**src/rtl/txr_pkg.sv**
```systemverilog
`timescale 1ns/1ps
package txr_pkg;
   localparam int LEN_W = 11;
   localparam logic [31:0] M_LAST  = 32'h0000_8000;
   localparam logic [31:0] M_NOCRC = 32'h0001_0000;
   localparam logic [31:0] M_EXH   = 32'h0800_0000;
   localparam logic [31:0] M_UND   = 32'h1000_0000;
   localparam logic [31:0] M_WRAP  = 32'h4000_0000;
   localparam logic [31:0] M_USED  = 32'h8000_0000;

   typedef enum logic [3:0] {
      S_IDLE, S_FETCH_A, S_FETCH_C, S_EVAL, S_DREQ, S_DCAP, S_EMIT, S_WB, S_ERRB
   } txr_state_e;

   typedef enum logic [1:0] {WB_MID, WB_LAST, WB_EXH, WB_UND} txr_wb_e;
endpackage

```
**src/rtl/txr_ring_ptr.sv**
```systemverilog
`timescale 1ns/1ps
module txr_ring_ptr #(
   parameter int N = 16,
   localparam int IDX_W = (N > 1) ? $clog2(N) : 1
) (
   input  logic             clk,
   input  logic             rst_n,
   input  logic             adv_i,
   input  logic             wrap_i,
   output logic [IDX_W-1:0] idx_o
);
   logic [IDX_W-1:0] nxt;

   generate
      if ((2 ** IDX_W) == N) begin : g_pow2
         // natural roll-over covers the last slot
         assign nxt = wrap_i ? '0 : idx_o + 1'b1;
      end else begin : g_cmp
         assign nxt = (wrap_i || idx_o == IDX_W'(N - 1)) ? '0 : idx_o + 1'b1;
      end
   endgenerate

   always_ff @(posedge clk or negedge rst_n) begin
      if (!rst_n)     idx_o <= '0;
      else if (adv_i) idx_o <= nxt;
   end
endmodule

```
**src/rtl/txr_lane_pick.sv**
```systemverilog
`timescale 1ns/1ps
module txr_lane_pick #(
   parameter int WORD_W = 32,
   localparam int LANES = WORD_W / 8,
   localparam int SEL_W = $clog2(LANES)
) (
   input  logic [WORD_W-1:0] word_i,
   input  logic [SEL_W-1:0]  sel_i,
   output logic [7:0]        byte_o
);
   logic [7:0] lanes [LANES];

   for (genvar i = 0; i < LANES; i++) begin : g_lane
      assign lanes[i] = word_i[8*i +: 8];
   end

   assign byte_o = lanes[sel_i];
endmodule

```
**src/rtl/txr_fetch.sv**
```systemverilog
`timescale 1ns/1ps
module txr_fetch
   import txr_pkg::*;
#(
   parameter int ADDR_W    = 16,
   parameter int RING_N    = 16,
   parameter int RING_BASE = 0
) (
   input  logic              clk,
   input  logic              rst_n,
   input  logic              start_i,
   input  logic              halt_i,
   input  logic              underrun_i,
   output logic              busy_o,
   output logic              mem_rd_o,
   output logic              mem_wr_o,
   output logic [ADDR_W-1:0] mem_addr_o,
   output logic [31:0]       mem_wdata_o,
   input  logic [31:0]       mem_rdata_i,
   output logic              tx_valid_o,
   input  logic              tx_ready_i,
   output logic [7:0]        tx_data_o,
   output logic              tx_sof_o,
   output logic              tx_eof_o,
   output logic              tx_err_o,
   output logic              tx_nocrc_o
);
   localparam int IDX_W = (RING_N > 1) ? $clog2(RING_N) : 1;

   generate
      if (RING_N < 2) begin : g_bad_ring
         $error("txr_fetch: RING_N must be at least 2");
      end
      if (ADDR_W + 2 > 32) begin : g_bad_addr
         $error("txr_fetch: ADDR_W too wide for a 32-bit buffer pointer");
      end
      if (RING_BASE + 2 * RING_N > (2 ** ADDR_W)) begin : g_bad_base
         $error("txr_fetch: ring does not fit the address space");
      end
   endgenerate

   txr_state_e        state;
   txr_wb_e           wb_kind;
   logic [ADDR_W-1:0] buf_ptr;
   logic [LEN_W-1:0]  remain;
   logic [1:0]        lane;
   logic [31:0]       word_q, ctrl_q, status_q;
   logic              in_frame, sof_pend, nocrc_q, halt_pend, under_pend;
   logic [IDX_W-1:0]  idx;
   logic [ADDR_W-1:0] desc_a;
   logic [7:0]        lane_byte;
   logic              und_now, ptr_adv;

   assign desc_a  = ADDR_W'(RING_BASE) + ADDR_W'({idx, 1'b0});
   assign und_now = under_pend || (underrun_i && in_frame);
   assign ptr_adv = (state == S_WB) && (wb_kind != WB_EXH);

   txr_ring_ptr #(.N(RING_N)) u_ptr (
      .clk(clk), .rst_n(rst_n), .adv_i(ptr_adv),
      .wrap_i(ctrl_q[30]), .idx_o(idx)
   );

   txr_lane_pick #(.WORD_W(32)) u_lane (
      .word_i(word_q), .sel_i(lane), .byte_o(lane_byte)
   );

   // memory port
   always_comb begin
      mem_rd_o    = 1'b0;
      mem_wr_o    = 1'b0;
      mem_addr_o  = '0;
      mem_wdata_o = status_q;
      case (state)
         S_FETCH_A: begin mem_rd_o = 1'b1; mem_addr_o = desc_a; end
         S_FETCH_C: begin mem_rd_o = 1'b1; mem_addr_o = desc_a + 1'b1; end
         S_DREQ:    begin mem_rd_o = 1'b1; mem_addr_o = buf_ptr; end
         S_WB:      begin mem_wr_o = 1'b1; mem_addr_o = desc_a + 1'b1; end
         default: ;
      endcase
   end

   // output stream
   assign busy_o     = (state != S_IDLE);
   assign tx_valid_o = (state == S_EMIT) || (state == S_ERRB);
   assign tx_data_o  = (state == S_EMIT) ? lane_byte : 8'h00;
   assign tx_sof_o   = (state == S_EMIT) && sof_pend;
   assign tx_eof_o   = ((state == S_EMIT) && remain == LEN_W'(1) && ctrl_q[15])
                       || (state == S_ERRB);
   assign tx_err_o   = (state == S_ERRB);
   assign tx_nocrc_o = tx_valid_o && nocrc_q;

   always_ff @(posedge clk or negedge rst_n) begin
      if (!rst_n) begin
         state      <= S_IDLE;
         wb_kind    <= WB_MID;
         buf_ptr    <= '0;
         remain     <= '0;
         lane       <= '0;
         word_q     <= '0;
         ctrl_q     <= '0;
         status_q   <= '0;
         in_frame   <= 1'b0;
         sof_pend   <= 1'b0;
         nocrc_q    <= 1'b0;
         halt_pend  <= 1'b0;
         under_pend <= 1'b0;
      end else begin
         if (halt_i && state != S_IDLE) halt_pend <= 1'b1;
         if (underrun_i && in_frame)    under_pend <= 1'b1;

         if (und_now && (state == S_DREQ || state == S_DCAP || state == S_EMIT)) begin
            status_q <= ctrl_q | M_USED | M_UND;
            wb_kind  <= WB_UND;
            state    <= S_WB;
         end else begin
            case (state)
               S_IDLE: begin
                  halt_pend  <= 1'b0;
                  under_pend <= 1'b0;
                  if (start_i) state <= S_FETCH_A;
               end
               S_FETCH_A: state <= S_FETCH_C;
               S_FETCH_C: begin
                  buf_ptr <= mem_rdata_i[ADDR_W+1:2];
                  state   <= S_EVAL;
               end
               S_EVAL: begin
                  ctrl_q <= mem_rdata_i;
                  if (mem_rdata_i[31]) begin
                     if (in_frame) begin
                        status_q <= mem_rdata_i | M_EXH;
                        wb_kind  <= WB_EXH;
                        state    <= S_WB;
                     end else begin
                        state <= S_IDLE;
                     end
                  end else if (und_now) begin
                     status_q <= mem_rdata_i | M_USED | M_UND;
                     wb_kind  <= WB_UND;
                     state    <= S_WB;
                  end else begin
                     if (!in_frame) begin
                        in_frame <= 1'b1;
                        sof_pend <= 1'b1;
                        nocrc_q  <= mem_rdata_i[16];
                     end
                     remain   <= mem_rdata_i[LEN_W-1:0];
                     lane     <= '0;
                     status_q <= mem_rdata_i | M_USED;
                     wb_kind  <= mem_rdata_i[15] ? WB_LAST : WB_MID;
                     state    <= (mem_rdata_i[LEN_W-1:0] == '0) ? S_WB : S_DREQ;
                  end
               end
               S_DREQ: state <= S_DCAP;
               S_DCAP: begin
                  word_q <= mem_rdata_i;
                  state  <= S_EMIT;
               end
               S_EMIT: begin
                  if (tx_ready_i) begin
                     sof_pend <= 1'b0;
                     remain   <= remain - 1'b1;
                     lane     <= lane + 1'b1;
                     if (remain == LEN_W'(1)) begin
                        state <= S_WB;
                     end else if (lane == 2'd3) begin
                        buf_ptr <= buf_ptr + 1'b1;
                        state   <= S_DREQ;
                     end
                  end
               end
               S_WB: begin
                  case (wb_kind)
                     WB_MID: state <= S_FETCH_A;
                     WB_LAST: begin
                        in_frame   <= 1'b0;
                        under_pend <= 1'b0;
                        state      <= (halt_pend || halt_i) ? S_IDLE : S_FETCH_A;
                     end
                     default: begin
                        in_frame   <= 1'b0;
                        under_pend <= 1'b0;
                        state      <= S_ERRB;
                     end
                  endcase
               end
               S_ERRB: if (tx_ready_i) state <= S_IDLE;
               default: state <= S_IDLE;
            endcase
         end
      end
   end
endmodule

```
**config.mk**
```make
export PLATFORM = sky130hd
export DESIGN_NAME = txr_fetch
export DESIGN_NICKNAME = d
export VERILOG_FILES = /design/src/rtl/txr_pkg.sv /design/src/rtl/txr_ring_ptr.sv /design/src/rtl/txr_lane_pick.sv /design/src/rtl/txr_fetch.sv
export SDC_FILE = /design/constraint.sdc
export NUM_CORES = 1
export LEC_CHECK = 0
export BUFFER_PORTS_ARGS = -buffer_cell sky130_fd_sc_hd__buf_2
export CORE_MARGIN = 2
export CORE_UTILIZATION = 57
export DETAILED_ROUTE_END_ITERATION = 7
export PLACE_DENSITY_LB_ADDON = 0.3
export REMOVE_ABC_BUFFERS = 1
export SYNTH_ARGS = -nofsm -noshare
export SYNTH_HDL_FRONTEND = slang
export SYNTH_SLANG_ARGS = --single-unit
export TNS_END_PERCENT = 50
```
**constraint.sdc**
```tcl
create_clock -name clk -period 2.6 [get_ports clk]
set_input_delay 0 -clock clk [delete_from_list [all_inputs] [get_ports clk]]
set_output_delay 0 -clock clk [all_outputs]
set_load 0.01 [all_outputs]
```
After elaboration in Yosys (flattened, before gate mapping)
Index checks and enable logic that the tools add are counted. Widths: inputs -> output; s select.

Bitwise gates (word level): 5. Multiplexer cells: 60. Equal/unequal tests: 24. Reduce and logical (&&, ||, !) cells: 33. Add/subtract/negate cells: 5. Order comparisons: 1.

Operators with widths (number): $mux 32 (4); $mux 16 (3); $pmux 16 s3 (1); $pmux 4 s9 (1); $mux 11 (3); $mux 4 (8); $pmux 16 s2 (1); $mux 29 (1); $mux 8 (3); $pmux 11 s2 (1); $mux 2 (10); $reduce_and 5->1 (4); $mux 1 (17); $add 16x1->16 const B (1); $bmux 8 s2 (1); $eq 4x3->1 const B (4); $ne 2x2->1 const B (7); $eq 11x1->1 const B (1); $logic_not 11->1 (1); $sub 11x1->11 const B (1); $eq 4x2->1 const B (2); $logic_and 1x1->1 (8); $pmux 4 s2 (1); $reduce_bool 2->1 (4); 27 further kinds (40).

Flip-flop bits (word level): 139. Output and inout port bits: 64. Word-level logic and storage cells: 142. Input bits: 38.

Depth between registers and ports, before layout
Depth after elaboration: 6. Gate-level depth with buffers: 8. Gate-level depth less buffers: 7.

Modules after synthesis
A second synthesis with hierarchy kept.

Cells, all modules: 649. Area, all modules: 6906.6 sq um.

Modules (own cells, without submodules): txr_fetch (instances 1, cells an instance 620, sequential area each 3353.2 sq um, area each 6510.0 sq um); txr_ring_ptr (instances 1, cells an instance 19, sequential area each 100.1 sq um, area each 200.2 sq um); txr_lane_pick (instances 1, cells an instance 10, sequential area each 0.0 sq um, area each 196.4 sq um).

Worst setup path after synthesis
Ideal clock, no wire load.

Path type: register to register. Start point: register remain[1]. End point: register buf_ptr[14]. Setup time: 0.126 ns. Setup slack: 0.731 ns. Stages on the path, launching flop included: 9. Data arrival time: 1.743 ns. Buffers on the path: 1. Data required time: 2.474 ns. Period minus slack after synthesis: 1.869 ns. Path through: dfrtp_1 > inv_1 > ha_1 > nor4b_1 > nand3_1 > o221ai_2 > buf_2 > a21oi_1 > a2bb2oi_1.

Cells in the longest elaborated chain, start to end: 3.

RTL lines: start, declared (RTL line txr_fetch.sv:45) `logic [LEN_W-1:0] remain;`; start signal, assigned (RTL line txr_fetch.sv:147) `remain <= mem_rdata_i[LEN_W-1:0];`; start signal, assigned (RTL line txr_fetch.sv:162) `remain <= remain - 1'b1;`; $eq 11x1->1 (RTL line txr_fetch.sv:164) `if (remain == LEN_W'(1)) begin`; $ne 2x2->1 (no source line); $reduce_and 5->1 (no source line); end signal, assigned (RTL line txr_fetch.sv:124) `buf_ptr <= mem_rdata_i[ADDR_W+1:2];`; end signal, assigned (RTL line txr_fetch.sv:167) `buf_ptr <= buf_ptr + 1'b1;`; end, declared (RTL line txr_fetch.sv:44) `logic [ADDR_W-1:0] buf_ptr;`.

Every way passes these cells. A chain may end at the register's enable or synchronous reset.

Final worst setup path
Start point: register remain[1]. End point: register buf_ptr[8].

Same word-level chain as after synthesis.

==> impl_metrics.tcl <==
set metrics [dict create \
    drt-total-wl_mm 18.22 \
    postSynthCellCount 710 \
    htree_levels 4 \
    grt_max_degree 94 \
    num_vias 5982 \
    post-route-util 0.7174 \
    rsz0062_at_grt "no" \
    p_per_area_nw_per_um2 1283 \
    cts-root-buf "clkbuf_16" \
    ys_async_sr_fraction 1.000 \
    synth-compound-area-share 0.1382 \
    clk_latency_ns 0.42 \
    drtAntennaViolNets 0 \
    antenna_cells 0 \
    yosysTopAreaCell "dfrtp_1" \
    die_w_um 113.6 \
    power.leakage_nw 4.186 \
    postSynthAreaPerCell_um2 9.640 \
    peakVddDrop_mv 0.7834 \
    final_max_slew_viol_count 0 \
    critical_path.cell_chain "inv_1 > ha_1 > nor4b_1 > nand3_1 > o221ai_2 > buf_4 > nor2_1 > o22a_1" \
    detail_route.wl_per_cell_um 18.26 \
    max_slew_margin 0.2404 \
    clockBufferDepth 2 \
    worst_ep_required_time_ns 2.90 \
    dr.pass1.iters 7 \
    status "complete, no violations" \
    dieArea_um2 12900 \
    synth_edf_count 0 \
    boundaryPins 102 \
    critPathMaxFanout 24 \
    drtIter0Drc 554 \
    slowest_delay_ns 0.39 \
    crit_path_start_kind "flip-flop" \
    synth_ff_type "dfrtp_1" \
    grt.total_usage 0.2957 \
    finalSetupViolations 0 \
    rows 40 \
    die_h_um 113.6 \
    synth_top_family_by_area "simple AND/OR/NAND/NOR gates" \
    fin_ws_ns 0.3853 \
    grt_pass1_vias 5901 \
    path_class "reg -> reg" \
    post-dp-hpwl_mm 12.22 \
    core_area_um2 11860 \
    cts_sinks 138 \
    gp_congestion 0.8886 \
    maxCapViolCount 0 \
    remaining_drc_errors 0 \
    drt-vias-per-instance 5.994 \
    synth_top_area_share 0.5046 \
    min_period_ns 2.215 \
    critPathArrivalTime_ns 2.52 \
    syn_area_um2 6844 \
    cp_top_family "simple AND/OR/NAND/NOR gates" \
    synth_seq_cells 138 \
    cts_resized 0 \
    synth.distinct_cells 55 \
    synthSimpleGateAreaFrac 0.1856 \
    synth_area_leaders "dfrtp_1 (50%), nand2_1 (6.6%), mux2_2 (5.1%)" \
    syn_to_final_growth_pct 24.33 \
    period_share 0.8518 \
    grt_first_pass_wirelength_mm 29.81 \
    grt_overflow 0 \
    dpl_worst_slack_ns 0.4217 \
    skew_ns 0.008167 \
    synth_most_common_cell "dfrtp_1" \
    synthMuxAreaShare 0.1241 \
    clkTransAtPathRegs_ns 0.06 \
    synth_common_cells "dfrtp_1 (138), nand2_1 (121), nor2_1 (77)" \
    synth-xor-area-share 0.001280 \
    initial_core_util 0.5770 \
    yosysWarnings 0 \
    finalNetCount 881 \
    max_freq_mhz 451.5 \
    antenna_found_initial 0 \
    hold_viol 0 \
    min-delay-path-class "in -> reg" \
    tightest_slew_ns 1.135 \
    cp_slowest_cell "dfrtp_1" \
    endpoint_kind "flip-flop" \
    cts_tree "yes" \
    cts_buffers 17 \
    synth-adder-area-share 0.009141 \
    drive_gt1_frac 0.2374 \
    path_buf_inv 2 \
    io_buffers 101 \
    ys_seq_area_frac 0.5046 \
]
-- timing repair --
item	in CTS	in global routing
hold endpoints to repair	200	0
hold buffers	35	0
setup buffers	0	0
-- tightest hold or removal path: cells and delay by family --
kind | cells | cell delay, ns
compound gates | 1 | 0.11
buf+inv | 1 | 0.12
simple gates | 1 | 0.20
-- worst paths after layout --
check                           slack [ns]                          to              startpoint  cells after the start
worst max-delay path                  0.39      buf_ptr[8]$_DFFE_PN0P_   remain[1]$_DFFE_PN0P_                      8
worst min-delay path                  0.07        under_pend$_DFF_PN0_              underrun_i                      3
worst max register to register        0.39      buf_ptr[8]$_DFFE_PN0P_   remain[1]$_DFFE_PN0P_                      8
worst min register to register        0.48      ctrl_q[19]$_DFFE_PN0P_  ctrl_q[19]$_DFFE_PN0P_                      2
max in group asynchronous             1.53      ctrl_q[16]$_DFFE_PN0P_                   rst_n                      3
min in group asynchronous             0.24  mem_wdata_o[3]$_DFFE_PN0P_                   rst_n                      2
-- power breakdown --
| part | leakage (nW) | switching, W | internal, W |
|---|---|---|---|
| Combinational | 2.24 | 0.00245 | 0.00192 |
| Sequential | 1.65 | 0.000817 | 0.00319 |
| Clock | 0.296 | 0.000972 | 0.00156 |
| Total | 4.19 | 0.00424 | 0.00667 |
-- layout make-up --
class,count,area (um2)
fillers,809,3352
clock inverters,14,185.2
repair buffers,156,1037
inverters,11,41.29
flip-flops and latches,138,3453
well taps,147,183.9
multi-input cells,514,3169
clock buffers,18,439.2
-- layer usage --
layer,vias up,share of wire,routed length (um),track usage
met5,-,0,0,0
met4,0,0.026,475,0.1236
met3,36,0.064,1170,0.06323
met2,227,0.49,9012,0.4667
met1,2957,0.41,7560,0.4017
li1,2762,-,-,-
-- flip-flops by register name, summed over array words and instances, names as in the netlist, 2 cells and up --
name         flops
buf_ptr         16
ctrl_q          30
lane             2
mem_wdata_o     32
remain          11
state            4
u_ptr.idx_o      4
wb_kind          2
word_q          32
-- layout by cell type, fill, tap and decap left out, types with 6 or more instances in the layout --
cell	count
a21oi_1	55
a31oi_1	12
and2_1	13
and3_1	13
buf_2	100
buf_4	18
clkbuf_16	17
dfrtp_1	138
dlygate4sd3_1	35
inv_1	10
mux2_2	31
mux2i_1	32
mux4_2	8
nand2_1	121
nand3_1	15
nor2_1	77
nor3_1	15
o21ai_0	21
o21ai_1	17
o22a_1	6
-- through the flow --
stage	total power, W	instances	instance area [um2]	setup TNS (ns)	hold WS (ns)
2_1_floorplan	0.006733	663	6631	-170.70	-0.2956
3_3_place_gp	0.008039	931	7535	0	0.1354
3_5_place_dp	0.008292	931	7535	0	0.1442
4_1_cts	0.01091	998	8509	0	0.03943
5_1_grt	0.01162	998	8509	0	0.05072
6_report	0.01091	998	8509	0	0.06813
-- logic make-up after synthesis --
logic type | Yosys count
simple gates | 283
compound gates | 154
flops | 138
mux | 71
buf+inv | 58
fa+ha+maj | 5
xor+xnor | 1
Power figures use the tool's default switching activity.
